[config.mk]
export PLATFORM = sky130hd
export DESIGN_NAME = fp_gain_mapper
export DESIGN_NICKNAME = d
export VERILOG_FILES = /design/src/rtl/fgm_pkg.sv /design/src/rtl/fgm_unpack.sv /design/src/rtl/fgm_shifter.sv /design/src/rtl/fgm_outreg.sv /design/src/rtl/fp_gain_mapper.sv
export SDC_FILE = /design/constraint.sdc
export NUM_CORES = 1
export LEC_CHECK = 0
export CAP_MARGIN = 25
export CORE_AREA = 2 2 60 62
export DETAILED_ROUTE_END_ITERATION = 10
export DIE_AREA = 0 0 62 64
export DONT_BUFFER_PORTS = 1
export PLACE_DENSITY = 0.51
export SKIP_LAST_GASP = 1
export SYNTH_ARGS = -nofsm -noshare
export SYNTH_HDL_FRONTEND = slang
export SYNTH_HIERARCHICAL = 1
export SYNTH_SLANG_ARGS = --single-unit
[constraint.sdc]
create_clock -name clk -period 2.1 [get_ports clk]
set_clock_uncertainty 0.15 [all_clocks]
set_input_delay 0.315 -clock clk [delete_from_list [all_inputs] [get_ports clk]]
set_output_delay 0.315 -clock clk [all_outputs]
set_load 0.005 [all_outputs]
[src/rtl/fgm_pkg.sv]
// Package: shared types for the floating-point input gain mapper.
// Assumes nothing beyond a two-value packing format select.
package fgm_pkg;

    // Packing format of the pin bus.
    typedef enum logic {
        FMT_NARROW = 1'b0,   // mantissa on the upper bits, full exponent
        FMT_FULL   = 1'b1    // mantissa on every bit, exponent minus its top bit
    } fmt_e;

endpackage

[src/rtl/fgm_unpack.sv]
// Module: fgm_unpack
// Forms the internal mantissa word and the left-shift amount from the raw
// pin bus, the exponent code and the packing format. Exponent code zero
// maps to the largest shift. Assumes EXP_W >= 2 so the full format keeps
// at least one exponent bit.
module fgm_unpack
    import fgm_pkg::*;
#(
    parameter int PIN_W = 16,
    parameter int EXP_W = 2,
    parameter int SH_W  = EXP_W
) (
    input  logic [PIN_W-1:0] pin_bus,
    input  logic [EXP_W-1:0] exp_code,
    input  fmt_e             fmt,
    output logic [PIN_W-1:0] word,
    output logic [SH_W-1:0]  shamt
);

    localparam int MAX_SH_NARROW = (1 << EXP_W) - 1;
    localparam int MAX_SH_FULL   = (1 << (EXP_W - 1)) - 1;

    // Select mantissa placement and shift amount for the active format.
    always_comb begin
        if (fmt == FMT_NARROW) begin
            word  = {pin_bus[PIN_W-1:1], 1'b0};
            shamt = SH_W'(MAX_SH_NARROW) - SH_W'(exp_code);
        end else begin
            word  = pin_bus;
            shamt = SH_W'(MAX_SH_FULL) - SH_W'(exp_code[EXP_W-2:0]);
        end
    end

endmodule

[src/rtl/fgm_shifter.sv]
// Module: fgm_shifter
// Sign-extends a two's-complement word to the output width and shifts it
// left by a binary-weighted amount, one stage per shift bit. Assumes
// OUT_W - IN_W covers the largest shift so no bit is lost.
module fgm_shifter #(
    parameter int IN_W  = 16,
    parameter int SH_W  = 2,
    parameter int OUT_W = 19
) (
    input  logic [IN_W-1:0]  din,
    input  logic [SH_W-1:0]  shamt,
    output logic [OUT_W-1:0] dout
);

    localparam int EXT_W = OUT_W - IN_W;

    logic [OUT_W-1:0] stage [SH_W+1];

    // Sign extension feeding the first stage.
    assign stage[0] = {{EXT_W{din[IN_W-1]}}, din};

    genvar gi;
    generate
        for (gi = 0; gi < SH_W; gi++) begin : g_stage
            // Stage gi shifts by 2**gi when its shift bit is set.
            assign stage[gi+1] = shamt[gi] ? (stage[gi] << (1 << gi)) : stage[gi];
        end
    endgenerate

    assign dout = stage[SH_W];

endmodule

[src/rtl/fgm_outreg.sv]
// Module: fgm_outreg
// Output register for the mapped sample and its valid flag. It loads the
// sample only on valid input cycles and holds it otherwise. Synchronous
// active-low reset.
module fgm_outreg #(
    parameter int OUT_W = 19
) (
    input  logic             clk,
    input  logic             rst_n,
    input  logic             in_valid,
    input  logic [OUT_W-1:0] din,
    output logic             out_valid,
    output logic [OUT_W-1:0] out_sample
);

    // Valid flag follows the input strobe one cycle late.
    always_ff @(posedge clk) begin
        if (!rst_n) out_valid <= 1'b0;
        else        out_valid <= in_valid;
    end

    // Sample register loads on valid cycles only.
    always_ff @(posedge clk) begin
        if (!rst_n)        out_sample <= '0;
        else if (in_valid) out_sample <= din;
    end

endmodule

[src/rtl/fp_gain_mapper.sv]
// Module: fp_gain_mapper (top)
// Maps a block-floating pin bus sample to a sign-extended fixed-point
// sample, one binary position per exponent step, registered with one
// cycle of latency. Assumes the format select and exponent are valid
// together with the pin bus when in_valid is high.
module fp_gain_mapper #(
    parameter int PIN_W = 16,
    parameter int EXP_W = 2
) (
    input  logic                                clk,
    input  logic                                rst_n,
    input  logic                                in_valid,
    input  logic [PIN_W-1:0]                    pin_bus,
    input  logic [EXP_W-1:0]                    exp_code,
    input  logic                                fmt_sel,
    output logic                                out_valid,
    output logic [PIN_W+(1<<EXP_W)-2:0]         out_sample
);

    import fgm_pkg::*;

    localparam int SH_W  = EXP_W;
    localparam int OUT_W = PIN_W + (1 << EXP_W) - 1;

    fmt_e             fmt;
    logic [PIN_W-1:0] word;
    logic [SH_W-1:0]  shamt;
    logic [OUT_W-1:0] mapped;

    // Interpret the raw select bit as a packing format.
    assign fmt = fmt_e'(fmt_sel);

    fgm_unpack #(
        .PIN_W (PIN_W),
        .EXP_W (EXP_W),
        .SH_W  (SH_W)
    ) u_unpack (
        .pin_bus  (pin_bus),
        .exp_code (exp_code),
        .fmt      (fmt),
        .word     (word),
        .shamt    (shamt)
    );

    fgm_shifter #(
        .IN_W  (PIN_W),
        .SH_W  (SH_W),
        .OUT_W (OUT_W)
    ) u_shift (
        .din   (word),
        .shamt (shamt),
        .dout  (mapped)
    );

    fgm_outreg #(
        .OUT_W (OUT_W)
    ) u_oreg (
        .clk        (clk),
        .rst_n      (rst_n),
        .in_valid   (in_valid),
        .din        (mapped),
        .out_valid  (out_valid),
        .out_sample (out_sample)
    );

endmodule

==> summary.md, run 1 <==
| Metric | Value |
|---|---|
| Synth Area in Simple Gates | `13.00%` |
| Area Overhead vs Synth | `-3.373%` |
| Peak fanout along the critical path | `20` |
| Period utilisation layout | `between 70% and 80%` |
| Critical path capture point type | `flop` |
| Hold Vio Cnt, Final | `0` |
| Post-DR wirelength/cell | `15.77 um` |
| Worst-Margin Slew | `roughly 0.55 ns` |
| Largest family of logic cells by synthesized area | `multiplexers` |
| Synthesized area per cell | `10.25 sq um` |
| Worst skew pair latency | `approximately 0.29 ns` |
| Die width | `62 um` |
| Setup Fix Bufs, Post-CTS | `0` |
| RSZ-0062 raised after global routing | `false` |
| Max Cap Violations | `0` |
| First-pass GRT wire length | `3933 um` |
| Commonest cells post-synth | `48 x mux2i_1, 20 x dfxtp_1, 19 x nor2b_1, 18 x buf_4, 4 x buf_6` |
| DPL Wire Length | `1723 um` |
| Gr ovfl total | `0` |
| Status | `complete, no violations` |
| Die height | `between 60 and 70 um` |
| Vias post-DR | `745` |
| Synth top area cells | `mux2i_1 38%, dfxtp_1 32%, buf_4 11%, nor2b_1 9.4%, buf_6 3.6%` |
| 1st-iter DRT viols | `17` |
| Worst hold path startpoint | `pin_bus[15]` |
| Min-delay worst type | `input port to flop` |
| Post-synth EDFFs | `0` |
| Max clock buf depth | `2` |
| Die area | `between 3000 and 4000 sq um` |
| 1st-pass router iterations | `3` |
| TritonCTS buffer count | `3` |
| Synth Area in XOR/XNOR | `0%` |
| Synth warn | `6` |
| Count leader, synth | `mux2i_1` |
| Final wirelength | `2445 um` |
| Async set-reset flop share out of synthesis | `0%` |
| Synth cell types | `15` |
| Pleak | `between 0.5 and 0.6 nW` |
| Fraction of layout cells with a size suffix above 1 | `a little over 8%` |
| Pin count of the biggest net entering global routing | `21` |
| Clk sinks | `20` |
| Mapped Area | `between 1000 and 1500 sq um` |
| Cells after Synth | `approximately 120` |
| Synthesized Nets | `approximately 150` |
| Seq cells post-synth | `20` |
| Reg-to-Reg Start | `u_oreg/out_sample[1]` |
| Reg power frac | `roughly 57%` |
| FF-to-FF path depth | `2` |
| Clock Power Share | `around a quarter` |
| Diodes inserted | `0` |
| # H-tree levels | `1` |
| Arrival @ worst endpoint | `~1.6 ns` |
| Critical path launch point type | `input port` |
| Hold Path Cell Cnt | `2` |
| Max-slew violations | `0` |
| Buffers on Ports | `0` |
| Final nets | `~130` |
| Complex-gate fraction of the synthesized area | `less than 1%` |
| Top_reg_cell synth | `dfxtp_1` |
| Achievable Freq | `between 600 and 700 MHz` |
| CP Data Required Time | `2.14 ns` |
| Initial core utilization | `38.40%` |
| Vias per inst | `4.806` |
| Crit Path Class | `input port to flop` |
| Multiplexer area fraction after synthesis | `roughly 39%` |
| Area share of the largest cell type after synthesis | `between 30% and 40%` |
| Resized cells post-CTS | `0` |
| Vias in the first global route | `a little under 800` |
| CTS tree | `done` |
| Relative slew slack | `a little over three fifths` |
| Row cnt | `21` |
| Residual DRC | `0` |
| Adder-Cell Fraction of Synth Area | `0%` |
| Core Footprint | `between 3000 and 4000 sq um` |
| Reg clk slew, reported paths | `0.11 ns` |
| Pwr Total | `about 0.74 mW` |
| Period minus WS final | `approximately 1.5 ns` |
| Overall routing resource usage | `13.36%` |
| Final setup vio count | `0` |
| Crit. Startpoint | `in_valid` |
| Routability Congestion | `between 0.6 and 0.7` |
| I/O pins | `42` |
| Post-route ant nets | `0` |
| Int Pwr | `0.5471 mW` |
| Pwr dens | `608.2 nW/um^2` |
| Combinational power share | `17.9%` |
| Maximum vdd drop | `around 0.23 mV` |
| CTS root buffer | `clkbuf_4` |
| Synth area leader | `mux2i_1` |
| Initial antenna violation count | `0` |
| Switch share | `between 20% and 30%` |
| Post-route setup TNS | `0 ns` |
| Sequential fraction of the synthesis area | `between 30% and 40%` |
| Psw | `a little under 0.2 mW` |
metal layers:
| metal | wire, um | up-vias | track usage, % |
|---|---|---|---|
| met1 | 1089 | 341 | 18.36 |
| met3 | 261 | 2 | 5.668 |
| met2 | 1071 | 27 | 18.36 |
| met5 | 0 | - | 0 |
| li1 | - | 375 | - |
| met4 | 22 | 0 | 4.787 |
cell usage in the layout, fill, tap and decap left out, types with 2 or more instances in the layout:
cell and instances:
clkbuf_4 3, dlygate4sd3_1 4, buf_4 3, and2_1 2, nor2b_1 19, nor2_1 2, mux2i_1 48, dfxtp_1 20
registers in the layout, summed over array words and instances (netlist names):
| name | count |
|---|---|
| u_oreg/out_sample | 19 |
| u_oreg/out_valid | 1 |
timing repair:
| item | CTS | global route |
|---|---|---|
| endpoints found under the setup margin | 0 | 0 |
| hold endpoints to repair | 19 | 1 |
| hold buffers | 3 | 1 |
cells by family after synthesis:
group,after synthesis
buffers and inverters,25
flip-flops,20
AO/OA/AOI/OAI,2
multiplexers,49
AND/OR/NAND/NOR,27
path summary, 6_finish.rpt:
path	to	slack, ns
setup reg to reg	u_oreg/out_sample[1]	1.30
hold reg to reg	u_oreg/out_sample[10]	0.40
hold / removal	u_oreg/out_sample[18]	0.04
setup / recovery	u_oreg/out_valid	0.59
worst max-delay path, cell delays in order:
cell and delay (ns):
dlygate4sd3_1 0.56, and2_1 0.14, dlygate4sd3_1 0.54
through the flow:
| step | utilization [%] | hold slack (ns) | instance area (sq um) | setup slack (ns) | std cells |
|---|---|---|---|---|---|
| floorplan | - | 0.3573 | 1261 | 0.6836 | 123 |
| global placement | 35.20 | 0.2963 | 1156 | 0.5594 | 148 |
| detailed placement | 35.20 | 0.2952 | 1156 | 0.5288 | 148 |
| CTS | 36.80 | 0.007015 | 1209 | 0.6115 | 154 |
| global route | 37.10 | 0.03036 | 1219 | 0.5981 | 155 |
| finish | 37.10 | 0.03676 | 1219 | 0.5914 | 155 |
final cells by class:
cell class | instances | area, sq um
fill | 354 | 2066
multi-input combinational | 78 | 671.9
sequential | 20 | 400.4
timing repair buffer | 7 | 62.56
tap | 46 | 57.56
clock buffer | 3 | 22.52
inverter | 1 | 3.754
power groups by stage:
stage | Sequential, mW | Clock, mW | Combinational (mW)
2_1_floorplan | 0.429 | 0 | 0.150
3_3_place_gp | 0.435 | 0 | 0.120
3_5_place_dp | 0.435 | 0 | 0.123
4_1_cts | 0.426 | 0.197 | 0.133
5_1_grt | 0.430 | 0.213 | 0.148
6_report | 0.425 | 0.183 | 0.133
No activity file was read; power rests on OpenSTA's default activity.
==> run 2, diff against run 1 <==
- clock period: 2.1 -> 1.5 ns (I/O delays scaled with it)
==> run 2 against run 1 <==
Against the previous run: global-route usage down 0.79 points; highest routed layer unchanged; via count fell by 0.67%; routed wire length fell by 4.6%; sequential power rose by 40%.
==> summary.md, run 2 (synthesized netlist as in run 1, its figures left out) <==
| Metric | Value |
|---|---|
| Vias per inst | `4.774 (-0.67%)` |
| CP delay by family, top | `buffers and inverters` |
| Util after Layout | `38.17% (+1.1 points)` |
| Reg clk slew, reported paths | `0.11 ns (about the same)` |
| Routability Congestion | `0.7255 (+9.4%)` |
| Max Cap Violations | `0 (unchanged)` |
| CTS tree | `done` |
| Die area | `3968 sq um (unchanged)` |
| Residual DRC | `0 (unchanged)` |
| Largest Register | `u_oreg/out_sample` |
| Initial core utilization | `38.40% (unchanged)` |
| Area Overhead vs Synth | `-0.5955%` |
| CP Data Required Time | `1.59 ns (-0.55 ns)` |
| Core Footprint | `3284 sq um (unchanged)` |
| 1st-pass router iterations | `4 (+1)` |
| Buffers on Ports | `0 (unchanged)` |
| Area after DPL | `1181 sq um (+2.2%)` |
| First-pass GRT wire length | `3670 um (-6.7%)` |
| Crit-path cells | `dlygate4sd3_1 > nor2b_1` |
| Worst path buffer plus inverter count | `1 (-1)` |
| Pin count of the biggest net entering global routing | `21 (unchanged)` |
| R2R Setup Slk | `0.72 ns (-0.58 ns)` |
| Pleak | `0.5431 nW (+2.5%)` |
| Relative slew slack | `61.71% (-1.3 points)` |
| FF-to-FF path depth | `2 (unchanged)` |
| Diodes inserted | `0 (unchanged)` |
| Area of the multi-input gates | `671.9 sq um (unchanged)` |
| Hold Vio Cnt, Final | `0 (unchanged)` |
| Die width | `62 um (unchanged)` |
| Critical path capture point type | `flop` |
| Setup Fix Bufs, Post-CTS | `0 (unchanged)` |
| Worst r2r dst | `u_oreg/out_sample[1]` |
| Gr ovfl total | `0 (unchanged)` |
| Crit Path Class | `input port to flop` |
| Worst hold path startpoint | `pin_bus[15]` |
| Final nets | `133 (unchanged)` |
| Vias post-DR | `740 (-0.67%)` |
| Resized cells post-CTS | `0 (unchanged)` |
| Hold EP | `u_oreg/out_sample[17]` |
| Critical-path top delay cell | `dlygate4sd3_1` |
| CTS root buffer | `clkbuf_4` |
| Commonest cells after routing, fill and taps aside | `48 x mux2i_1, 20 x dfxtp_1, 19 x nor2b_1` |
| Fraction of layout cells with a size suffix above 1 | `9.174% (+0.92 points)` |
| Initial antenna violation count | `0 (unchanged)` |
| Final wirelength | `2333 um (-4.6%)` |
| TritonCTS buffer count | `3 (unchanged)` |
| Overall routing resource usage | `12.57% (-0.79 points)` |
| Register area | `400.4 sq um (unchanged)` |
| Metal2 WL | `1037 um (-3.2%)` |
| CP max stage delay | `0.90 ns (+0.34 ns)` |
| Design Area, Final | `1254 sq um (+2.9%)` |
| Met3 WL post-DR | `278 um (+6.5%)` |
| Worst skew pair latency | `0.29 ns (about the same)` |
| Pwr dens | `844.3 nW/um^2 (+39%)` |
| Arrival @ worst endpoint | `1.34 ns (-0.21 ns)` |
| Final setup vio count | `0 (unchanged)` |
| Min-delay worst type | `input port to flop` |
| Max-slew violations | `0 (unchanged)` |
| Period minus WS final | `1.251 ns` |
| Post-route ant nets | `0 (unchanged)` |
| Period utilisation layout | `83.41%` |
| Fillers | `350 (-1.1%)` |
| Top sig layer | `met4` |
| Max clock buf depth | `2 (unchanged)` |
| RSZ-0062 raised after global routing | `false` |
| 1st-iter DRT viols | `7 (-10)` |
| Top Registers | `u_oreg/out_sample (19), u_oreg/out_valid (1)` |
| Reg-to-Reg Start | `u_oreg/out_sample[1]` |
| Fin Hold WS | `0.08881 ns (+0.05205 ns)` |
| Maximum vdd drop | `0.5253 mV (+130%)` |
| Vias in the first global route | `720 (-7.0%)` |
| Clk sinks | `20 (unchanged)` |
| Post-DR wirelength/cell | `15.05 um (-4.6%)` |
| Most common cell after layout, fill and taps aside | `mux2i_1` |
| Number of flip-flops in the largest register | `19 (unchanged)` |
| Peak fanout along the critical path | `19 (-5.0%)` |
| Achievable Freq | `roughly 800 MHz` |
| Worst-Margin Slew | `0.5725 ns (+0.01940 ns)` |
| Crit. Startpoint | `rst_n` |
| Post-route setup TNS | `0 ns (unchanged)` |
| Routed metal-1 wirelength | `1000 um (-8.2%)` |
| Critical path launch point type | `input port` |
| # H-tree levels | `1 (unchanged)` |
| Status | `complete, no violations` |
| Post-CTS Hold Buffers | `4 (+1)` |
| Die height | `64 um (unchanged)` |
| DPL Wire Length | `1671 um (-3.1%)` |
| Hold Path Cell Cnt | `3 (+1)` |
| I/O pins | `42 (unchanged)` |
| Row cnt | `21 (unchanged)` |
-- run 2: cell types whose count changed in the layout (fill, tap and decap cells not counted), sizes merged --
cell,previous run,this run
dlygate4sd3,4,3
buf,3,4
-- run 2: final cells by class --
type | instances | share of cell area (%)
Multi-Input combinational cell | 78 | 53.59
Sequential cell | 20 | 31.94
Timing Repair Buffer | 7 | 7.784
Tap cell | 46 | 4.591
Clock buffer | 3 | 1.796
Inverter | 1 | 0.2994
-- run 2: per-layer routing --
layer	vias up	GRT usage, %
met2	26	19.01
li1	373	-
met1	339	14.88
met4	0	2.394
met3	2	8.097
met5	-	0
-- run 2: stage by stage --
stage / worst slack, ns / power (mW) / std cells
6_report: 0.2488 / 1.059 / 155
5_1_grt: 0.1863 / 1.121 / 155
4_1_cts: 0.2377 / 1.083 / 155
2_1_floorplan: 0.1736 / 0.8106 / 123
3_3_place_gp: 0.1404 / 0.7841 / 148
3_5_place_dp: 0.09118 / 0.7871 / 148
-- run 2: worst max-delay path by stage --
stage                     depth (start not counted)                     to  slack (ns)
after floorplan                                   6  u_oreg/out_sample[17]        0.17
after global routing                              2  u_oreg/out_sample[17]        0.19
after global placement                            6  u_oreg/out_sample[17]        0.14
after detailed placement                          6   u_oreg/out_sample[7]        0.09
final                                             2   u_oreg/out_sample[1]        0.25
after CTS                                         2   u_oreg/out_sample[1]        0.24
-- run 2: where the power goes --
group / switching (mW) / internal (mW) / total, mW
logic: 0.0926 / 0.114 / 0.207
clock network: 0.164 / 0.0936 / 0.257
registers: 0.0262 / 0.569 / 0.595
-- run 2: tightest hold or removal path, stage by stage --
cell	delay (ns)
mux2_4	0.11
mux2i_1	0.06
nor2b_1	0.10
